===== src/rtl/mirror_steer_pkg.sv =====
package mirror_steer_pkg;

  localparam int NCH = 2;

  typedef enum logic [1:0] {
    MODE_SINGLE   = 2'd0,
    MODE_MIRROR   = 2'd1,
    MODE_LOCKSTEP = 2'd2
  } steer_mode_e;

  // one-hot strobe for a single channel index
  function automatic logic [NCH-1:0] ch_bit(input logic ch);
    logic [NCH-1:0] m;
    m = '0;
    m[ch] = 1'b1;
    return m;
  endfunction

  // channel strobe pattern for one request
  function automatic logic [NCH-1:0] route_mask(
    input logic        vld,
    input logic        wr,
    input steer_mode_e mode,
    input logic        lost,
    input logic        failed,
    input logic        ptr,
    input logic        home
  );
    logic [NCH-1:0] m;
    m = '0;
    if (vld) begin
      unique case (mode)
        MODE_LOCKSTEP: m = '1;
        MODE_MIRROR: begin
          if (lost)    m = ch_bit(~failed);
          else if (wr) m = '1;
          else         m = ch_bit(ptr);
        end
        default:       m = ch_bit(home);
      endcase
    end
    return m;
  endfunction

endpackage


===== src/rtl/mirror_mode_dec.sv =====
module mirror_mode_dec
  import mirror_steer_pkg::*;
(
  input  logic        mirror_en,
  input  logic        lockstep_en,
  input  logic        map_valid,
  output steer_mode_e mode,
  output logic        mirror_act,
  output logic        lock_act
);
  always_comb begin
    mode = MODE_SINGLE;
    if (map_valid && lockstep_en)    mode = MODE_LOCKSTEP;
    else if (map_valid && mirror_en) mode = MODE_MIRROR;
  end

  assign mirror_act = (mode == MODE_MIRROR);
  assign lock_act   = (mode == MODE_LOCKSTEP);
endmodule


===== src/rtl/mirror_alt_ptr.sv =====
module mirror_alt_ptr (
  input  logic clk,
  input  logic rst_n,
  input  logic adv,
  output logic ptr_q
);
  always_ff @(posedge clk or negedge rst_n) begin
    if (!rst_n)   ptr_q <= 1'b0;
    else if (adv) ptr_q <= ~ptr_q;
  end
endmodule


===== src/rtl/mirror_health.sv =====
module mirror_health (
  input  logic clk,
  input  logic rst_n,
  input  logic mirror_act,
  input  logic ue_valid,
  input  logic ue_ch,
  input  logic sw_clr,
  output logic lost_q,
  output logic failed_q,
  output logic set_evt
);
  // first failure in intact mirrored mode is latched; clear has priority
  assign set_evt = mirror_act && ue_valid && !lost_q && !sw_clr;

  always_ff @(posedge clk or negedge rst_n) begin
    if (!rst_n) begin
      lost_q   <= 1'b0;
      failed_q <= 1'b0;
    end else if (sw_clr) begin
      lost_q   <= 1'b0;
      failed_q <= 1'b0;
    end else if (set_evt) begin
      lost_q   <= 1'b1;
      failed_q <= ue_ch;
    end
  end
endmodule


===== src/rtl/mirror_route.sv =====
module mirror_route #(
  parameter int NCH   = 2,
  parameter int TAG_W = 8
) (
  input  logic             clk,
  input  logic             rst_n,
  input  logic [NCH-1:0]   mask,
  input  logic             wr,
  input  logic [TAG_W-1:0] tag,
  output logic [NCH-1:0]   ch_vld,
  output logic             out_write,
  output logic [TAG_W-1:0] out_tag
);
  for (genvar c = 0; c < NCH; c++) begin : g_ch
    always_ff @(posedge clk or negedge rst_n) begin
      if (!rst_n) ch_vld[c] <= 1'b0;
      else        ch_vld[c] <= mask[c];
    end
  end

  always_ff @(posedge clk or negedge rst_n) begin
    if (!rst_n) begin
      out_write <= 1'b0;
      out_tag   <= '0;
    end else if (|mask) begin
      out_write <= wr;
      out_tag   <= tag;
    end
  end
endmodule


===== src/rtl/mirror_steer.sv =====
module mirror_steer
  import mirror_steer_pkg::*;
#(
  parameter int TAG_W = 8
) (
  input  logic             clk,
  input  logic             rst_n,
  input  logic             cfg_mirror_en,
  input  logic             cfg_lockstep_en,
  input  logic             cfg_map_valid,
  input  logic             cfg_home_ch,
  input  logic             req_valid,
  input  logic             req_write,
  input  logic [TAG_W-1:0] req_tag,
  input  logic             ue_valid,
  input  logic             ue_ch,
  input  logic             sw_ch_reset,
  output logic [NCH-1:0]   ch_vld,
  output logic             out_write,
  output logic [TAG_W-1:0] out_tag,
  output logic             redun_lost,
  output logic             failed_ch
);
  steer_mode_e    mode;
  logic           mirror_act;
  logic           lock_act;
  logic           ptr_q;
  logic           alt_adv;
  logic           lost_q;
  logic           failed_q;
  logic           loss_set;
  logic [NCH-1:0] route;

  mirror_mode_dec u_dec (
    .mirror_en  (cfg_mirror_en),
    .lockstep_en(cfg_lockstep_en),
    .map_valid  (cfg_map_valid),
    .mode       (mode),
    .mirror_act (mirror_act),
    .lock_act   (lock_act)
  );

  // pointer moves only for reads steered by alternation
  assign alt_adv = req_valid && !req_write && mirror_act && !lost_q;

  mirror_alt_ptr u_ptr (
    .clk  (clk),
    .rst_n(rst_n),
    .adv  (alt_adv),
    .ptr_q(ptr_q)
  );

  mirror_health u_health (
    .clk       (clk),
    .rst_n     (rst_n),
    .mirror_act(mirror_act),
    .ue_valid  (ue_valid),
    .ue_ch     (ue_ch),
    .sw_clr    (sw_ch_reset),
    .lost_q    (lost_q),
    .failed_q  (failed_q),
    .set_evt   (loss_set)
  );

  assign route = route_mask(req_valid, req_write, mode, lost_q, failed_q,
                            ptr_q, cfg_home_ch);

  mirror_route #(.NCH(NCH), .TAG_W(TAG_W)) u_route (
    .clk      (clk),
    .rst_n    (rst_n),
    .mask     (route),
    .wr       (req_write),
    .tag      (req_tag),
    .ch_vld   (ch_vld),
    .out_write(out_write),
    .out_tag  (out_tag)
  );

  assign redun_lost = lost_q;
  assign failed_ch  = failed_q;
endmodule


===== config.mk =====
export PLATFORM = sky130hd
export DESIGN_NAME = mirror_steer
export DESIGN_NICKNAME = d
export VERILOG_FILES = /design/src/rtl/mirror_steer_pkg.sv /design/src/rtl/mirror_mode_dec.sv /design/src/rtl/mirror_alt_ptr.sv /design/src/rtl/mirror_health.sv /design/src/rtl/mirror_route.sv /design/src/rtl/mirror_steer.sv
export SDC_FILE = /design/constraint.sdc
export NUM_CORES = 1
export LEC_CHECK = 0
export BUFFER_PORTS_ARGS = -buffer_cell sky130_fd_sc_hd__buf_4
export CAP_MARGIN = 20
export CORE_MARGIN = 3
export CORE_UTILIZATION = 44
export DETAILED_ROUTE_END_ITERATION = 8
export GPL_TIMING_DRIVEN = 0
export HOLD_SLACK_MARGIN = 0.03
export PLACE_DENSITY = 0.82
export SYNTH_ARGS = -nofsm -noshare
export SYNTH_HDL_FRONTEND = slang
export SYNTH_SLANG_ARGS = --single-unit

===== constraint.sdc =====
create_clock -name clk -period 1.6 [get_ports clk]
set_clock_uncertainty 0.2 [all_clocks]
set_input_delay 0.32 -clock clk [delete_from_list [all_inputs] [get_ports clk]]
set_output_delay 0.32 -clock clk [all_outputs]
set_load 0.05 [all_outputs]

==> results of run 1 <==
## worst max-delay path by stage
stage                                          end                        start
finish                                  redun_lost  u_health.lost_q$_DFFE_PN0P_
global route                            redun_lost  u_health.lost_q$_DFFE_PN0P_
CTS                                     redun_lost  u_health.lost_q$_DFFE_PN0P_
detailed placement  u_route.out_tag[0]$_DFFE_PN0P_                    req_valid
global placement    u_route.out_tag[0]$_DFFE_PN0P_                    req_valid
floorplan              u_route.ch_vld[0]$_DFF_PN0_  u_health.lost_q$_DFFE_PN0P_
## metrics by stage
step                      power (mW)  util, %  instances  setup slack (ns)  hold slack [ns]
after floorplan                0.587        -         43             0.181           -0.176
after detailed placement       0.691     71.5         88             0.257          -0.0227
final                          0.879     76.0         94             0.104           0.0779
after global placement         0.684     71.5         88             0.285          -0.0263
after global routing           0.918     76.0         94            0.0667           0.0735
after CTS                      0.887     76.0         94             0.110           0.0688
## layout make-up
cell class	count	share of cell area, %
sequential	14	39.4
timing repair buffer	34	29.5
tap	14	1.97
inverter	2	0.844
buffer	1	0.563
clock buffer	3	2.53
multi-input combinational	26	25.2
## timing repair
action,4_1_cts,5_1_grt
buffers inserted,0,0
hold endpoints to repair,16,0
hold buffers,3,0
## routing by layer
metal / wire length [µm] / track usage (%) / vias up
li1: - / - / 224
met1: 521 / 18.5 / 234
met2: 743 / 28.6 / 16
met3: 74 / 3.86 / 0
met4: 0 / 3.73 / 0
met5: 0 / 0 / -
## power groups by stage
stage	Sequential, mW	Clock (mW)	Combinational, mW
2_1_floorplan	0.524	0	0.0635
5_1_grt	0.428	0.208	0.283
3_5_place_dp	0.428	0	0.263
3_3_place_gp	0.425	0	0.259
6_report	0.422	0.189	0.268
4_1_cts	0.422	0.195	0.270
## cells in the final DEF, fill, tap and decap left out, types with 2 or more instances in the layout
master / netlist / final
buf_4: 0 / 31
dfrtp_1: 14 / 14
mux2_2: 9 / 9
nand2b_1: 3 / 3
clkbuf_4: 0 / 3
dlygate4sd3_1: 0 / 3
mux2i_1: 2 / 2
inv_1: 2 / 2
nor2_1: 2 / 2
## flip-flops by register name, indices dropped and copies added, names as in the netlist
register and cells:
u_health.failed_q 1, u_route.out_write 1, u_route.ch_vld 2, u_route.out_tag 8
u_ptr.ptr_q 1, u_health.lost_q 1
## kinds of logic (layout without fill, tap and decap cells)
group | after synthesis | after routing
AO/OA/AOI/OAI | 5 | 5
flip-flops | 14 | 14
AND/OR/NAND/NOR | 9 | 9
XOR/XNOR | 1 | 1
multiplexers | 11 | 11
buffers and inverters | 3 | 40
==> qor.txt, run 1 <==
Layout area overhead: 51.6%
core area: 1170 µm²
Die Width: 42.5 µm
vias per cell: 5.04
dpl cell area: 837 µm²
Req. time, crit path: 1.08 ns
# nets final: 101
Combinational Power Share: 30.6%
Synth Area in XOR/XNOR: 1.49%
Hold Startpoint: req_tag[3]
Max Freq: 0.669 GHz
Slew @ Worst Pin: 0.321 ns
WL/cell: 14.2 µm
port bufs: 31
GR Overflow Total: 0
slowest stage delay, CP: 0.46 ns
Fillers: 83
Yosys warnings: 0
setup repair after global routing missed its margin: no
synth top area cells: dfrtp_1 (60%), mux2_2 (17%), mux2i_1 (3.4%)
relative slew slack: 78.4%
die height: 42.5 µm
Clock transition at path regs: 0.08 ns
io pins: 32
Min-Delay Path Class: input pin to register
Netlist cell types: 17
vias: 474
Skew-Pair Late Insertion Delay: 0.27 ns
first-pass GRT wire length: 2170 µm
initial antenna violation count: 0
Mapped Area: 587 µm²
Final HPWL DP: 1010 µm
Power Dens Cells: 988 nW/µm²
Final Instance Area: 890 µm²
starting density of the core: 50.1%
hold endpoint: u_route.out_tag[3]$_DFFE_PN0P_
CTS max path bufs: 2
Worst R2R End: u_route.ch_vld[0]$_DFF_PN0_
arrival time worst endpoint: 0.98 ns
largest net degree at the start of global routing: 15
ys flop type: dfrtp_1
count of pins over their slew limit: 0
Clock power frac: 21.5%
WS Path Type: register to output port
Multi-input gate area: 224 µm²
drt pass-1 iters: 7
mux contribution to synthesized area: 20.7%
Yosys top cell by area: dfrtp_1
sequential cell area: 350 µm²
routability-driven placement congestion ratio: 0.763
setup TNS: 0 ns
CTS buffer count: 3
VDD IR max: 0.605 mV
stages on the worst setup path: 1
critical path capture point type: output port
vias in the first global route: 474
CTS tree: built
slowest CP cell: dfrtp_1
Post-DRT Antenna Nets: 0
Die Area: 1810 µm²
Commonest cells post-synth: dfrtp_1 (14), mux2_2 (9), nand2b_1 (3)
Leak: 0.439 nW
ANT cells: 0
Root Buffer: clkbuf_4
final setup violation count: 0
#FFs+latches synth: 14
GRT Total Usage: 15.8%
Period Utilization, post-route: 93.5%
status: complete, no violations
WL final: 1340 µm
crit-path cells: buf_4
starting DRC count in detailed routing: 4
fraction of layout cells with a size suffix above 1: 57.5%
count of final hold-check violations: 0
Seq/Total Area, Yosys: 59.7%
worst-path fanout max: 7
crit path time final: 1.50 ns
r2r worst-path depth: 2
start of the worst register-to-register path: u_health.lost_q$_DFFE_PN0P_
Post-Synthesis Cells: 43
CP startpoint kind: register
Internal Power: 593 µW
simple-gate share of the synthesized area: 8.96%
Psw: 286 µW
Sinks on Clock Net: 14
count leader, synth: dfrtp_1
largest family of logic cells by synthesized area: multiplexers
Post-Synth Adder-Cell Area: 0%
Max Cap Viol: 0
crit-path leading delay family: flip-flops
top-area cell type share of the netlist area: 59.7%
compound-cell area share of the yosys netlist: 7.04%
CTS resizes: 0
Reg power frac: 48.0%
Critical path buffers and inverters: 1
hold path depth: 2
H-tree depth: 1
FP Rows: 12
Net Sw Frac: 32.5%
Avg Cell Area, Syn: 13.6 µm²
Mapped Nets: 62
DRC Markers: 0
EDFF count, synth: 0
Reg2Reg Setup Slack: 0.40 ns
Post-synth ARST share: 100%
Power figures use the tool's default switching activity.
==> run 2, diff against run 1 <==
--- a/config.mk
+++ b/config.mk
@@ -5,14 +5,15 @@
 export SDC_FILE = /design/constraint.sdc
 export NUM_CORES = 1
 export LEC_CHECK = 0
+export ABC_AREA = 1
 export BUFFER_PORTS_ARGS = -buffer_cell sky130_fd_sc_hd__buf_4
 export CAP_MARGIN = 20
-export CORE_MARGIN = 3
-export CORE_UTILIZATION = 44
+export CORE_MARGIN = 2
+export CORE_UTILIZATION = 38
 export DETAILED_ROUTE_END_ITERATION = 8
 export GPL_TIMING_DRIVEN = 0
 export HOLD_SLACK_MARGIN = 0.03
-export PLACE_DENSITY = 0.82
+export PLACE_DENSITY = 0.75
 export SYNTH_ARGS = -nofsm -noshare
 export SYNTH_HDL_FRONTEND = slang
 export SYNTH_SLANG_ARGS = --single-unit
==> constraint.sdc (replaced) <==
create_clock -name clk -period 1.3 [get_ports clk]
set_clock_uncertainty 0.2 [all_clocks]
set_input_delay 0.26 -clock clk [delete_from_list [all_inputs] [get_ports clk]]
set_output_delay 0.26 -clock clk [all_outputs]
set_load 0.05 [all_outputs]
==> qor.txt, run 2 <==
Psw: 385 µW (+35%)
CTS buffer count: 3 (unchanged)
count of final hold-check violations: 0 (unchanged)
core area: 1510 µm² (+29%)
worst-path fanout max: 2 (-5)
vias in the first global route: 681 (+44%)
first-pass GRT wire length: 2740 µm (+26%)
critical path capture point type: output port
setup TNS: -0.0243 ns (-0.0243 ns)
Post-synth ARST share: 100% (unchanged)
arrival time worst endpoint: 0.86 ns (-0.12 ns)
largest net degree at the start of global routing: 15 (unchanged)
FP Rows: 14 (+2)
relative slew slack: 81.4% (+3.0 points)
Req. time, crit path: 0.84 ns (-0.24 ns)
H-tree depth: 1 (unchanged)
routability-driven placement congestion ratio: 0.783 (+2.6%)
DRC Markers: 0 (unchanged)
Leak: 0.607 nW (+38%)
Fillers: 128 (+54%)
Power Dens Cells: 1030 nW/µm² (+4.8%)
final setup violation count: 2 (+2)
Skew-Pair Late Insertion Delay: 0.28 ns (about the same)
Min-Delay Path Class: input pin to register
GR Overflow Total: 0 (unchanged)
Seq/Total Area, Yosys: 57.4% (-2.3 points)
vias: 677 (+43%)
Combinational Power Share: 33.6% (+3.0 points)
WS Path Type: register to output port
count of pins over their slew limit: 0 (unchanged)
max reg flops: 8 (unchanged)
Clock transition at path regs: 0.09 ns (about the same)
synth top area cells: dfrtp_1 (57%), nand2_1 (22%), inv_1 (3.1%)
Final Instance Area: 1120 µm² (+26%)
Slew @ Worst Pin: 0.277 ns (-0.0439 ns)
Reg power frac: 44.8% (-3.2 points)
starting DRC count in detailed routing: 16 (+12)
ys flop type: dfrtp_1
Die Width: 44.1 µm (+3.7%)
Internal Power: 775 µW (+31%)
Net Sw Frac: 33.2% (+0.65 points)
CTS tree: built
ANT cells: 0 (unchanged)
CTS max path bufs: 2 (unchanged)
crit path time final: 1.32 ns
commonest cells after routing, fill and taps aside: nand2_1 (35), buf_4 (27), dfrtp_1 (13)
largest reg by FF count: u_route.out_tag
count leader, synth: nand2_1
initial antenna violation count: 0 (unchanged)
drt pass-1 iters: 4 (-3)
Final HPWL DP: 995 µm (-1.6%)
most common cell after layout, fill and taps aside: nand2_1
io pins: 32 (unchanged)
Power Total: 1.16 mW (+32%)
Yosys warnings: 0 (unchanged)
Root Buffer: clkbuf_4
Max Cap Viol: 0 (unchanged)
port bufs: 31 (unchanged)
crit-path cells: buf_6
Yosys top cell by area: dfrtp_1
EDFF count, synth: 0 (unchanged)
largest registers: u_route.out_tag (8), u_route.ch_vld (2)
Critical path buffers and inverters: 1 (unchanged)
Period Utilization, post-route: 101%
Sinks on Clock Net: 14 (unchanged)
placed insts: 120 (+36%)
#FFs+latches synth: 14 (unchanged)
Layout area overhead: 83.6%
slowest CP cell: dfrtp_2
GRT Total Usage: 20.2% (+4.4 points)
WL final: 1790 µm (+34%)
Mapped Nets: 92 (+48%)
dpl cell area: 865 µm² (+3.3%)
die height: 44.1 µm (+3.7%)
setup repair after global routing missed its margin: yes
pre-CTS setup slack: 0.168 ns (-0.0893 ns)
Clock power frac: 21.6% (about the same)
Avg Cell Area, Syn: 8.36 µm² (-39%)
Die Area: 1940 µm² (+7.5%)
Mapped Area: 611 µm² (+4.1%)
vias per cell: 4.70 (-6.8%)
VDD IR max: 0.556 mV (-8.2%)
fraction of layout cells with a size suffix above 1: 39.8% (-18 points)
Final Worst Setup Slack: -0.0163 ns (-0.121 ns)
violated checks: negative setup slack
Netlist cell types: 15 (-2)
Post-Layout Cell Count: 144 (+53%)
Post-DRT Antenna Nets: 0 (unchanged)
Post-Synthesis Cells: 73 (+70%)
Commonest cells post-synth: nand2_1 (35), dfrtp_1 (14), inv_1 (5)
slowest stage delay, CP: 0.42 ns (-0.04 ns)
Max Freq: 0.760 GHz
# nets final: 148 (+47%)
CP startpoint kind: register
starting density of the core: 40.5% (-9.6 points)
WL/cell: 12.4 µm (-13%)
top-area cell type share of the netlist area: 57.4% (-2.3 points)
final core utilization: 74.4% (-1.5 points)
crit-path leading delay family: flip-flops
WHS: 0.0491 ns (-0.0288 ns)
status: finished, violations left
==> run 2: area by class of cell <==
type                       count  area, µm²  share of cell area (%)
sequential                    14        352                    31.4
inverter                       6       22.5                    2.01
tap                           16       20.0                    1.79
buffer                         1       5.00                   0.446
multi-input combinational     52        238                    21.2
clock buffer                   4       26.3                    2.34
timing repair buffer          51        458                    40.8
==> run 2: cell families (layout without fill, tap and decap cells) <==
family | after synthesis | after routing | synth area share (%)
and+or+nand+nor | 46 | 46 | 32.0
DFF | 14 | 14 | 57.4
buffers and inverters | 7 | 62 | 4.51
AOI/OAI and AO/OA | 5 | 5 | 4.71
xor gates and xnor gates | 1 | 1 | 1.43
==> run 2: final timing paths <==
| check | start | to | slack [ns] | cells after the start |
|---|---|---|---|---|
| min in group asynchronous | rst_n | u_route.out_tag[6]$_DFFE_PN0P_ | 0.17 | 2 |
| max in group asynchronous | rst_n | u_route.out_tag[1]$_DFFE_PN0P_ | 0.56 | 2 |
| setup / recovery | u_health.lost_q$_DFFE_PN0P_ | redun_lost | -0.02 | 1 |
| setup reg to reg | u_health.lost_q$_DFFE_PN0P_ | u_route.ch_vld[1]$_DFF_PN0_ | 0.03 | 5 |
| hold reg to reg | u_route.out_write$_DFFE_PN0P_ | u_route.out_write$_DFFE_PN0P_ | 0.30 | 2 |
| hold / removal | ue_valid | u_health.lost_q$_DFFE_PN0P_ | 0.05 | 3 |
==> run 2: power groups by stage <==
stage,clock (mW),sequential [mW],combinational [mW]
after global placement,0,0.520,0.305
after floorplan,0,0.630,0.0747
after CTS,0.256,0.517,0.361
final,0.251,0.520,0.389
after global routing,0.278,0.526,0.424
after detailed placement,0,0.520,0.310
==> run 2: what timing repair did <==
item | in CTS | in global routing
pin swaps | 0 | 1
hold buffers | 12 | 0
resized for setup | 11 | 3
buffers inserted | 3 | 5
endpoints found under the hold margin | 25 | 0
endpoints found under the setup margin | 11 | 15
==> run 2: routing by layer <==
metal	vias up	wire length (µm)	GRT usage [%]
met2	31	930	37.1
met1	304	709	21.5
met4	0	29	7.88
met3	4	119	6.12
met5	-	0	0
li1	338	-	-
